File: config.mk
export PLATFORM = sky130hd
export DESIGN_NAME = pwm_meter
export DESIGN_NICKNAME = d
export VERILOG_FILES = /design/src/rtl/pwmm_pkg.sv /design/src/rtl/pwmm_sync_edge.sv /design/src/rtl/pwmm_counter.sv /design/src/rtl/pwmm_capture_ch.sv /design/src/rtl/pwm_meter.sv
export SDC_FILE = /design/constraint.sdc
export NUM_CORES = 1
export LEC_CHECK = 0
export BUFFER_PORTS_ARGS = -buffer_cell sky130_fd_sc_hd__buf_4
export CORE_AREA = 2 2 133 83
export DETAILED_ROUTE_END_ITERATION = 6
export DIE_AREA = 0 0 135 85
export PLACE_DENSITY = 0.54
export SLEW_MARGIN = 0
export SYNTH_ARGS = -nofsm -noshare
export SYNTH_HDL_FRONTEND = slang
export SYNTH_SLANG_ARGS = --single-unit
File: constraint.sdc
create_clock -name clk -period 1.6 [get_ports clk]
set_input_delay 0.08 -clock clk [delete_from_list [all_inputs] [get_ports clk]]
set_output_delay 0.08 -clock clk [all_outputs]
set_load 0.05 [all_outputs]
File: src/rtl/pwmm_pkg.sv
package pwmm_pkg;

    localparam int NUM_CH = 2;

    // Raw edge events seen after synchronisation
    typedef struct packed {
        logic rise;
        logic fall;
    } edge_pair_t;

    // Edge events in measurement terms
    typedef struct packed {
        logic trig;
        logic opp;
    } meas_evt_t;

    function automatic meas_evt_t classify_edges(edge_pair_t e, logic trig_fall);
        meas_evt_t r;
        r.trig = trig_fall ? e.fall : e.rise;
        r.opp  = trig_fall ? e.rise : e.fall;
        return r;
    endfunction

    // Bit 0 feeds channel 0, bit 1 feeds channel 1
    function automatic logic [NUM_CH-1:0] route_events(meas_evt_t m, logic swap);
        logic [NUM_CH-1:0] r;
        r[0] = swap ? m.opp  : m.trig;
        r[1] = swap ? m.trig : m.opp;
        return r;
    endfunction

endpackage

File: src/rtl/pwmm_sync_edge.sv
module pwmm_sync_edge
    import pwmm_pkg::*;
#(
    parameter int SYNC_STAGES = 2
) (
    input  logic       clk,
    input  logic       rst,
    input  logic       async_in,
    output edge_pair_t edges
);
    localparam int MSB = SYNC_STAGES - 1;

    logic [SYNC_STAGES-1:0] sync_q;
    logic                   last_q;

    always_ff @(posedge clk) begin
        if (rst) begin
            sync_q <= '0;
            last_q <= 1'b0;
        end else begin
            sync_q <= {sync_q[SYNC_STAGES-2:0], async_in};
            last_q <= sync_q[MSB];
        end
    end

    always_comb begin
        edges.rise = sync_q[MSB] & ~last_q;
        edges.fall = ~sync_q[MSB] & last_q;
    end
endmodule

File: src/rtl/pwmm_counter.sv
module pwmm_counter #(
    parameter int CNT_W = 16
) (
    input  logic             clk,
    input  logic             rst,
    input  logic             restart,
    output logic [CNT_W-1:0] count,
    output logic             sat
);
    localparam logic [CNT_W-1:0] CNT_MAX = '1;

    always_ff @(posedge clk) begin
        if (rst) begin
            count <= '0;
            sat   <= 1'b0;
        end else if (restart) begin
            count <= '0;
            sat   <= 1'b0;
        end else if (count == CNT_MAX) begin
            sat   <= 1'b1;
        end else begin
            count <= count + 1'b1;
        end
    end
endmodule

File: src/rtl/pwmm_capture_ch.sv
module pwmm_capture_ch #(
    parameter int CNT_W = 16
) (
    input  logic             clk,
    input  logic             rst,
    input  logic             evt,
    input  logic             enable,
    input  logic             clr,
    input  logic [CNT_W-1:0] count,
    output logic [CNT_W-1:0] value,
    output logic             flag,
    output logic             ovc
);
    logic take;
    logic flag_n;
    logic ovc_n;

    assign take = evt & enable;

    always_comb begin
        flag_n = flag;
        ovc_n  = ovc;
        if (clr) begin
            flag_n = 1'b0;
            ovc_n  = 1'b0;
        end
        if (take) begin
            flag_n = 1'b1;
            if (flag && !clr) begin
                ovc_n = 1'b1;
            end
        end
    end

    always_ff @(posedge clk) begin
        if (rst) begin
            value <= '0;
            flag  <= 1'b0;
            ovc   <= 1'b0;
        end else begin
            if (take) begin
                value <= count;
            end
            flag <= flag_n;
            ovc  <= ovc_n;
        end
    end
endmodule

File: src/rtl/pwm_meter.sv
module pwm_meter
    import pwmm_pkg::*;
#(
    parameter int CNT_W       = 16,
    parameter int SYNC_STAGES = 2
) (
    input  logic              clk,
    input  logic              rst,
    input  logic              sig_in,
    input  logic              trig_on_fall,
    input  logic              swap_route,
    input  logic [NUM_CH-1:0] cap_en,
    input  logic [NUM_CH-1:0] irq_en,
    input  logic [NUM_CH-1:0] flag_clr,
    output logic [CNT_W-1:0]  cap_val_a,
    output logic [CNT_W-1:0]  cap_val_b,
    output logic [NUM_CH-1:0] cap_flag,
    output logic [NUM_CH-1:0] ovc_flag,
    output logic              ovf_flag,
    output logic              irq
);
    edge_pair_t        edges;
    meas_evt_t         mevt;
    logic              trig_evt;
    logic [NUM_CH-1:0] chan_evt;
    logic [CNT_W-1:0]  cnt_q;
    logic [CNT_W-1:0]  val_arr [NUM_CH];

    pwmm_sync_edge #(.SYNC_STAGES(SYNC_STAGES)) u_sync (
        .clk      (clk),
        .rst      (rst),
        .async_in (sig_in),
        .edges    (edges)
    );

    assign mevt     = classify_edges(edges, trig_on_fall);
    assign trig_evt = mevt.trig;
    assign chan_evt = route_events(mevt, swap_route);

    pwmm_counter #(.CNT_W(CNT_W)) u_cnt (
        .clk     (clk),
        .rst     (rst),
        .restart (trig_evt),
        .count   (cnt_q),
        .sat     (ovf_flag)
    );

    for (genvar i = 0; i < NUM_CH; i++) begin : g_ch
        pwmm_capture_ch #(.CNT_W(CNT_W)) u_ch (
            .clk    (clk),
            .rst    (rst),
            .evt    (chan_evt[i]),
            .enable (cap_en[i]),
            .clr    (flag_clr[i]),
            .count  (cnt_q),
            .value  (val_arr[i]),
            .flag   (cap_flag[i]),
            .ovc    (ovc_flag[i])
        );
    end

    assign cap_val_a = val_arr[0];
    assign cap_val_b = val_arr[1];
    assign irq       = |(cap_flag & irq_en);
endmodule

==> impl_metrics.ini, run 1 <==
[status]
status = finished clean

[synth]
netlist_area_um2 = 2501
synth_cells = 256
synth-simple-area-share_pct = 27.46
synth_compound_area_share_pct = 6.153
yosys_warnings = 0
syn_area_per_cell_um2 = 9.770
synth_seq_cells = 56
async_flop_share_pct = 0
yosysSeqAreaShare_pct = 44.82
synth_top_family_by_area = simple AND/OR/NAND/NOR gates
synthDistinctLibCells = 42
syn_nets = 268
muxShareOfSynthArea_pct = 14.01
synth_xor_area_share_pct = 1.351
synth_flop_cell = dfxtp_1
synthAdderAreaFrac_pct = 0.5003
synth_edf_count = 0

[global_routing]
grt_pass1_wl_mm = 9.549
grt_max_degree = 56
track_usage_pct = 10.39
grt_pass1_vias = 1954
antenna_found_initial = 0
grt_overflow = 0

[sta]
tns_ns = 0
final-setup-viol-count = 0
period_needed_ns = 1.508
tightest_slew_ns = 0.4299
fin_worst_skew_ns = 0.005211
setup_slack_ns = 0.09203
slew_violations = 0
hold_violations = 0
timing.hold.ws_ns = 0.1025
slew-limit-headroom_pct = 71.34
finalCritPeriodShare_pct = 94.25
max_freq_mhz = 663.1

[drt]
post-route-drc-count = 0
drt-total-wl_mm = 5.690
routed-via-count = 1956
first_iter_violations = 71
firstDrtPassIters = 4
avgViaCountPerCell = 4.271
routedWlPerCell_um = 12.42
ant_nets = 0

[worst_setup_path]
reg2reg_to = u_cnt.count[8]$_SDFFE_PP0P_
crit_required_ns = 1.83
rr_startpoint = u_cnt.count[0]$_SDFFE_PP0P_
r2r_cells = 5
reg2reg_slack_ns = 0.09
crit_fanout = 5
cp-start-kind = flop
arrival_ns = 1.74
end_kind = flop
path_class = flop to flop

[hold_path]
hold_depth = 3
hold_end = u_cnt.count[13]$_SDFFE_PP0P_
worstHoldStart = rst
hold_class = input pin to flop

[clock_network]
path_clk_slew_ns = 0.07
cts_made_buffers = 5
tritoncts = done
ctsHtreeMaxLevel = 2
numClockSinks = 56
clock_latency_ns = 0.29
post-cts-setup-buffers = 0
cts-root-buf = clkbuf_16
cts_max_path_buffers = 2

[placed_design]
place_congestion = 0.7582
dp.cells = 446
dpl_worst_slack_ns = 0.07511
dp_hpwl_mm = 4.124
port_buffers = 48

[job]
cap_viol_max_count = 0

[pwr]
combPwrFrac_pct = 6.4
power.internal_mw = 2.108
p_switching_mw = 0.5773
swShare_pct = 21.49
p_leak_nw = 1.364
p_per_area_nw_per_um2 = 809.7
seq_power_share_pct = 52.7
ir_drop_uv = 394.8
clock_power_share_pct = 40.9

[cells_and_area]
final_nets = 330
drive_above_1_share_pct = 30.09
areaGrowthSynthToFinish_pct = 32.62
layout_common_cells = 69 x buf_4, 56 x dfxtp_1, 51 x nand2b_1
diodes = 0
final_common_cell = buf_4
instances_no_fill = 458

[die]
placementRows = 29
ios = 49
start_util_pct = 24.27
die_h_um = 85
die_area_um2 = 11480
fp.dieW_um = 135
design.core.area_um2 = 10300
[power by group through the flow]
stage	sequential, mW	clock [mW]	combinational [mW]
after floorplan	1.45	0	0.105
after global placement	1.45	0	0.164
after detailed placement	1.45	0	0.166
after CTS	1.41	1.15	0.173
after global routing	1.42	1.21	0.187
final	1.42	1.10	0.173
[registers in the layout (all words and copies together) (netlist names)]
signal	cells
g_ch.u_ch.value	32
u_cnt.count	16
g_ch.u_ch.flag	2
g_ch.u_ch.ovc	2
u_sync.sync_q	2
u_cnt.sat	1
u_sync.last_q	1
[per-stage QoR]
step | util (%) | total power [mW] | instance area [um^2]
6_report | 32.19 | 2.686 | 3317
5_1_grt | 32.19 | 2.814 | 3317
4_1_cts | 31.64 | 2.735 | 3261
3_5_place_dp | 29.91 | 1.613 | 3082
3_3_place_gp | 29.91 | 1.610 | 3082
2_1_floorplan | - | 1.557 | 2501
[logic make-up (layout without fill, tap and decap cells)]
family                     after synthesis  in the layout
AOI/OAI and AO/OA                       25             25
buffers and inverters                   22             85
DFF                                     56             56
and+or+nand+nor                        114            114
adders and majority gates                1              1
xor gates and xnor gates                 3              3
muxes                                   35             35
[synth_stat cells, types with 4 or more instances]
cell type / count / share of area (%)
a21oi_1: 7 / 1.4
buf_4: 6 / 1.8
clkbuf_1: 8 / 1.2
dfxtp_1: 56 / 45
mux2i_1: 35 / 14
nand2_1: 8 / 1.2
nand2b_1: 51 / 13
nand3_1: 6 / 1.2
nor2_1: 9 / 1.4
nor3_1: 7 / 1.4
nor4_1: 4 / 1.0
o21ai_1: 5 / 1.0
or3_1: 8 / 2.0
[cell type report]
type                       instances  area (um^2)
inverter                           3        11.26
clock inverter                     2        10.01
sequential                        56         1121
clock buffer                       6        138.9
timing repair buffer              74        573.1
fill                            1088         6988
tap                              139        173.9
multi-input combinational        178         1289
[worst max-delay path by stage]
stage | from | end | cells after the start
3_5_place_dp | u_cnt.count[0]$_SDFFE_PP0P_ | u_cnt.count[8]$_SDFFE_PP0P_ | 5
3_3_place_gp | u_cnt.count[0]$_SDFFE_PP0P_ | u_cnt.count[8]$_SDFFE_PP0P_ | 5
5_1_grt | u_cnt.count[1]$_SDFFE_PP0P_ | u_cnt.count[6]$_SDFFE_PP0P_ | 5
6_report | u_cnt.count[0]$_SDFFE_PP0P_ | u_cnt.count[8]$_SDFFE_PP0P_ | 5
4_1_cts | u_cnt.count[0]$_SDFFE_PP0P_ | u_cnt.count[8]$_SDFFE_PP0P_ | 5
2_1_floorplan | u_cnt.count[4]$_SDFFE_PP0P_ | u_cnt.count[1]$_SDFFE_PP0P_ | 6
[routing by layer]
metal	up-vias	GRT usage (%)	wire length, um
met1	914	15.07	3034
li1	994	-	-
met3	5	3.763	313
met4	0	2.273	36
met5	-	0	0
met2	43	14.67	2306
[what timing repair did]
| item | CTS | global route |
|---|---|---|
| hold buffers | 3 | 0 |
| resized for setup | 0 | 10 |
| endpoints found under the setup margin | 0 | 6 |
| hold endpoints to repair | 3 | 0 |
[critical path, stage by stage (launching register included)]
cell	delay, ns
dfxtp_1	0.35
ha_2	0.22
nand3_2	0.12
or2_4	0.28
or3_1	0.35
a21oi_1	0.13
No activity file was read; power rests on OpenSTA's default activity.
==> inputs of run 2 (changes only) <==
Settings changed: CORE_AREA 2 2 133 83 to 2 2 138 86, DIE_AREA 0 0 135 85 to 0 0 140 88, SYNTH_HIERARCHICAL set to 1.
==> run 2 against run 1 <==
Compared with the run above:
- setup slack worse by 0.059 ns
- critical path depth stayed put
- die area increased by 7.4%
- highest routed layer unchanged
- first-iteration DRC count grew 63%
- synthesized cell count rose by 6.3%
- sequential cell count stayed put
- area after synthesis is 7.7% higher
- clock-buffer cell count grew 1
- global-route usage increased by 0.85 points
- the flow now finishes with violations (DRC)
- total power grew 2.6%
- clock power barely moved
==> impl_metrics.ini, run 2 <==
[status]
status = finished with violations
violations = DRC

[synth]
syn_area_per_cell_um2 = 9.904
yosysSeqAreaShare_pct = 41.62
synth_seq_cells = 56
synth_area_leaders = dfxtp_1 42%, a21bo_1 8.9%, a21oi_2 7.8%
yosys.area.top_type = dfxtp_1
yosysMostFrequentCell = dfxtp_1
synth_cells = 272
synth_flop_cell = dfxtp_1
synthDistinctLibCells = 44
yosys_warnings = 6
synth.top_cells.by_count = 56 x dfxtp_1, 37 x nand3_1, 24 x a21bo_1, 24 x a21oi_2, 18 x a21oi_1
netlist_area_um2 = 2694
synth_top_area_share_pct = 41.62
syn_nets = 284
synth_edf_count = 0
async_flop_share_pct = 0

[sta]
final-setup-viol-count = 0
period_needed_ns = 1.567
finalCritPeriodShare_pct = 97.93
tns_ns = 0
max_freq_mhz = 638.2
tightest_slew_ns = 0.5310
hold_violations = 0
slew_violations = 0
timing.hold.ws_ns = 0.1546
fin_worst_skew_ns = 0.002318
slew-limit-headroom_pct = 64.33

[cells_and_area]
seqCellArea_um2 = 1129
final_common_cell = buf_4
largest-register = g_ch.u_ch/value
final_nets = 349
layout_common_cells = 74 x buf_4, 50 x dfxtp_1, 37 x nand3_1
reg_top3 = g_ch.u_ch/value: 32 flops, u_cnt/count: 16 flops
post-route-util_pct = 31.39
areaGrowthSynthToFinish_pct = 29.03
multi_input_area_um2 = 1384
largest_register_ffs = 32
drive_above_1_share_pct = 39.64
design_area_um2 = 3476
diodes = 0
fillers = 1133

[pwr]
seq_power_share_pct = 51.4
p_per_area_nw_per_um2 = 792.6
p_leak_nw = 1.289
p_switching_mw = 0.6455
combPwrFrac_pct = 7.6
swShare_pct = 23.43
power.internal_mw = 2.110
ir_drop_uv = 485.0
clock_power_share_pct = 41.0
p_total_mw = 2.755

[global_routing]
antenna_found_initial = 0
grt_pass1_wl_mm = 11.01
grt_overflow = 0
track_usage_pct = 11.24
grt_max_degree = 35
grt_pass1_vias = 2192

[clock_network]
cts_made_buffers = 5
ctsHtreeMaxLevel = 2
numClockSinks = 56
cts_max_path_buffers = 2
clock_latency_ns = 0.30
cts-root-buf = clkbuf_16
tritoncts = done
path_clk_slew_ns = 0.07

[worst_setup_path]
cp_slowest_cell = or4_1
cp-start-kind = flop
critical_path.cell_chain = ha_4 > nand4_4 > or2_4 > or4_1 > a21oi_1
end_kind = flop
arrival_ns = 1.79
timing.critical_path.slowest_cell_delay_ns = 0.41
path_buf_inv = 0
crit_fanout = 4
path_class = flop to flop
cp_top_family = simple AND/OR/NAND/NOR gates
crit_required_ns = 1.82

[drt]
ant_nets = 0
avgViaCountPerCell = 4.637
drt-total-wl_mm = 6.547
dr_wl_met3_um = 323
routed-via-count = 2235
wl_met2_mm = 2.708
wl_met1_mm = 3.425
post-route-drc-count = 4
first_iter_violations = 116
firstDrtPassIters = 7
routedWlPerCell_um = 13.58
maxUsedRoutingLayer = met4

[die]
die_h_um = 88
placementRows = 30
ios = 49
start_util_pct = 24.33
design.core.area_um2 = 11070
die_area_um2 = 12320
fp.dieW_um = 140

[placed_design]
place_congestion = 0.8233
dp_hpwl_mm = 4.670
port_buffers = 48
placed_area_um2 = 3276

[job]
cap_viol_max_count = 0

[hold_path]
hold_class = input pin to flop
-- run 2: power groups by stage --
stage / Clock, mW / Combinational (mW) / Sequential, mW
2_1_floorplan: 0 / 0.142 / 1.46
3_5_place_dp: 0 / 0.204 / 1.45
3_3_place_gp: 0 / 0.203 / 1.45
5_1_grt: 1.22 / 0.230 / 1.42
4_1_cts: 1.18 / 0.211 / 1.42
6_report: 1.13 / 0.209 / 1.42
-- run 2: routing by layer --
metal | vias up | track usage, %
li1 | 1125 | -
met1 | 1056 | 15.12
met2 | 48 | 17.60
met3 | 6 | 3.280
met4 | 0 | 3.581
met5 | - | 0
-- run 2: cell type report --
class / count / share of cell area, %
clock buffers: 7 / 4.104
repair buffers: 79 / 18.00
well taps: 144 / 5.184
inverters: 2 / 0.2160
flip-flops and latches: 56 / 32.47
clock inverters: 1 / 0.2160
multi-input cells: 193 / 39.81
-- run 2: final timing paths --
| kind | from | end | slack (ns) | cells past startpoint |
|---|---|---|---|---|
| min reg2reg | u_sync/sync_q[0]$_SDFF_PP0_ | u_sync/sync_q[1]$_SDFF_PP0_ | 0.45 | 1 |
| max reg2reg | u_cnt/count[0]$_SDFFE_PP0P_ | u_cnt/count[10]$_SDFFE_PP0P_ | 0.03 | 5 |
| max | u_cnt/count[0]$_SDFFE_PP0P_ | u_cnt/count[10]$_SDFFE_PP0P_ | 0.03 | 5 |
| min | rst | g_ch[0].u_ch/value[0]$_SDFFE_PP0P_ | 0.15 | 2 |
-- run 2: kinds of logic after synthesis --
kind of cell | Yosys count | share of synthesized area [%]
AO/OA/AOI/OAI | 94 | 28.29
XOR/XNOR | 3 | 0.9756
adder cells (fa/ha/maj) | 1 | 0.4644
buffers and inverters | 23 | 7.478
flip-flops | 56 | 41.62
multiplexers | 4 | 1.626
AND/OR/NAND/NOR | 91 | 19.55
-- run 2: timing repair --
action / in CTS / in global routing
endpoints found under the setup margin: 0 / 4
resized for setup: 0 / 4
hold endpoints to repair: 3 / 0
setup buffers: 0 / 2
hold buffers: 3 / 0
-- run 2: through the flow --
| stage | std cells | worst slack, ns |
|---|---|---|
| floorplan | 272 | 0.04881 |
| CTS | 480 | 0.01416 |
| global route | 482 | -0.005231 |
| detailed placement | 469 | 0.02987 |
| global placement | 469 | 0.04199 |
| finish | 482 | 0.03304 |
==> inputs of run 3 (changes only) <==
Settings changed: CORE_AREA 2 2 138 86 to 2 2 103 65, DIE_AREA 0 0 140 88 to 0 0 105 67, PLACE_DENSITY 0.54 to 0.8.
==> run 3 against run 2 <==
Compared with the run above:
- the run now ends clean
- first-iteration DRC count is 24% higher
- hold slack worse by 0.045 ns
- clock-buffer cell count shrank 2
- sequential cell count unchanged
- sequential share of layout area rose by 1.4 points
- clock power shrank 5%
- setup slack better by 0.029 ns
- sequential power hardly changed
- cell count fell by 14%
- largest cell class unchanged
==> impl_metrics.ini, run 3 (synthesis results as in run 2) <==
[sta]
slew-limit-headroom_pct = 65.31
max_freq_mhz = 650.1
tns_ns = 0
slew_violations = 0
timing.hold.ws_ns = 0.1097
final-setup-viol-count = 0
setup_slack_ns = 0.06177
hold_violations = 0
tightest_slew_ns = 0.5164
fin_worst_skew_ns = 0.007583
finalCritPeriodShare_pct = 96.14
period_needed_ns = 1.538

[hold_path]
hold_depth = 2
hold_class = input pin to flop
worstHoldStart = rst
hold_end = g_ch[1].u_ch/value[13]$_SDFFE_PP0P_

[die]
start_util_pct = 44.89
ios = 49
fp.dieW_um = 105
placementRows = 22
die_area_um2 = 7035
design.core.area_um2 = 6001
die_h_um = 67

[cells_and_area]
reg_top3 = g_ch.u_ch/value: 32 flops, u_cnt/count: 16 flops
areaGrowthSynthToFinish_pct = 24.20
layout_common_cells = 68 x buf_4, 49 x dfxtp_1, 37 x nand3_1
largest-register = g_ch.u_ch/value
final_nets = 343
diodes = 0
final_common_cell = buf_4
largest_register_ffs = 32
drive_above_1_share_pct = 39.58
fillers = 569

[global_routing]
antenna_found_initial = 0
grt_max_degree = 35
grt_overflow = 0
track_usage_pct = 19.05
grt_pass1_wl_mm = 10.76
grt_pass1_vias = 2242

[placed_design]
dpl_worst_slack_ns = 0.02377
dp_hpwl_mm = 4.423
place_congestion = 0.8880
port_buffers = 48

[job]
cap_viol_max_count = 0

[clock_network]
path_clk_slew_ns = 0.10
numClockSinks = 56
tritoncts = done
cts-root-buf = clkbuf_8
ctsHtreeMaxLevel = 2
clock_latency_ns = 0.31
cts_made_buffers = 5
cts_max_path_buffers = 2

[pwr]
p_per_area_nw_per_um2 = 803.3
p_total_mw = 2.688
ir_drop_uv = 413.6
p_leak_nw = 1.259

[worst_setup_path]
path_class = flop to flop
cp-start-kind = flop
end_kind = flop
reg2reg_to = u_cnt/count[10]$_SDFFE_PP0P_
rr_startpoint = u_cnt/count[0]$_SDFFE_PP0P_
crit_fanout = 5
reg2reg_slack_ns = 0.06
arrival_ns = 1.79
crit_required_ns = 1.85
r2r_cells = 5

[drt]
first_iter_violations = 144
avgViaCountPerCell = 5.455
routed-via-count = 2264
firstDrtPassIters = 4
drt-total-wl_mm = 6.357
post-route-drc-count = 0
ant_nets = 0
routedWlPerCell_um = 15.32

[status]
status = finished clean
## run 3: power breakdown
part | internal (mW) | leakage (nW) | switching (mW)
Sequential | 1.40 | 0.456 | 0.0105
Combinational | 0.0693 | 0.739 | 0.132
Clock | 0.616 | 0.0642 | 0.456
Total | 2.09 | 1.26 | 0.598
## run 3: what timing repair did
action / CTS / global route
endpoints found under the setup margin: 1 / 44
buffers inserted: 0 / 1
gates resized for setup: 1 / 14
pin swaps: 0 / 3
endpoints found under the hold margin: 3 / 0
hold buffers: 3 / 0
## run 3: worst max-delay path, stage by stage, from the launching register on
cell and delay, ns:
dfxtp_2 0.37, ha_4 0.15, nand4_4 0.13, or2_4 0.27, or4_1 0.41, a21oi_1 0.15
## run 3: area by class of cell
type	count	area, um^2	area share, %
clock buffers	5	68.82	2.057
clock inverters	2	60.06	1.795
inverters	2	7.507	0.2244
multi-input cells	193	1406	42.03
flip-flops and latches	56	1135	33.92
well taps	84	105.1	3.141
repair buffers	73	563.0	16.83
## run 3: stage by stage
step	cell area, um^2	utilization, %	instances
floorplan	2709	-	272
detailed placement	3138	52.29	404
CTS	3298	54.96	414
global route	3346	55.75	415
global placement	3138	52.29	404
finish	3346	55.75	415
## run 3: how the worst max path moves through the flow
stage,from,end,slack [ns]
2_1_floorplan,u_cnt/count[0]$_SDFFE_PP0P_,u_cnt/count[10]$_SDFFE_PP0P_,0.05
3_3_place_gp,u_cnt/count[0]$_SDFFE_PP0P_,u_cnt/count[10]$_SDFFE_PP0P_,0.09
3_5_place_dp,u_cnt/count[0]$_SDFFE_PP0P_,u_cnt/count[10]$_SDFFE_PP0P_,0.02
5_1_grt,u_cnt/count[1]$_SDFFE_PP0P_,u_cnt/count[14]$_SDFFE_PP0P_,-0.03
6_report,u_cnt/count[0]$_SDFFE_PP0P_,u_cnt/count[10]$_SDFFE_PP0P_,0.06
4_1_cts,u_cnt/count[0]$_SDFFE_PP0P_,u_cnt/count[10]$_SDFFE_PP0P_,0.002
## run 3: per-layer routing
metal  vias to the layer above  global-route usage (%)  wire length [um]
met5                         -                       0                 0
met4                         0                   6.500                70
li1                       1112                       -                 -
met3                         9                   4.012               344
met2                        69                   30.44              2865
met1                      1074                   25.74              3076
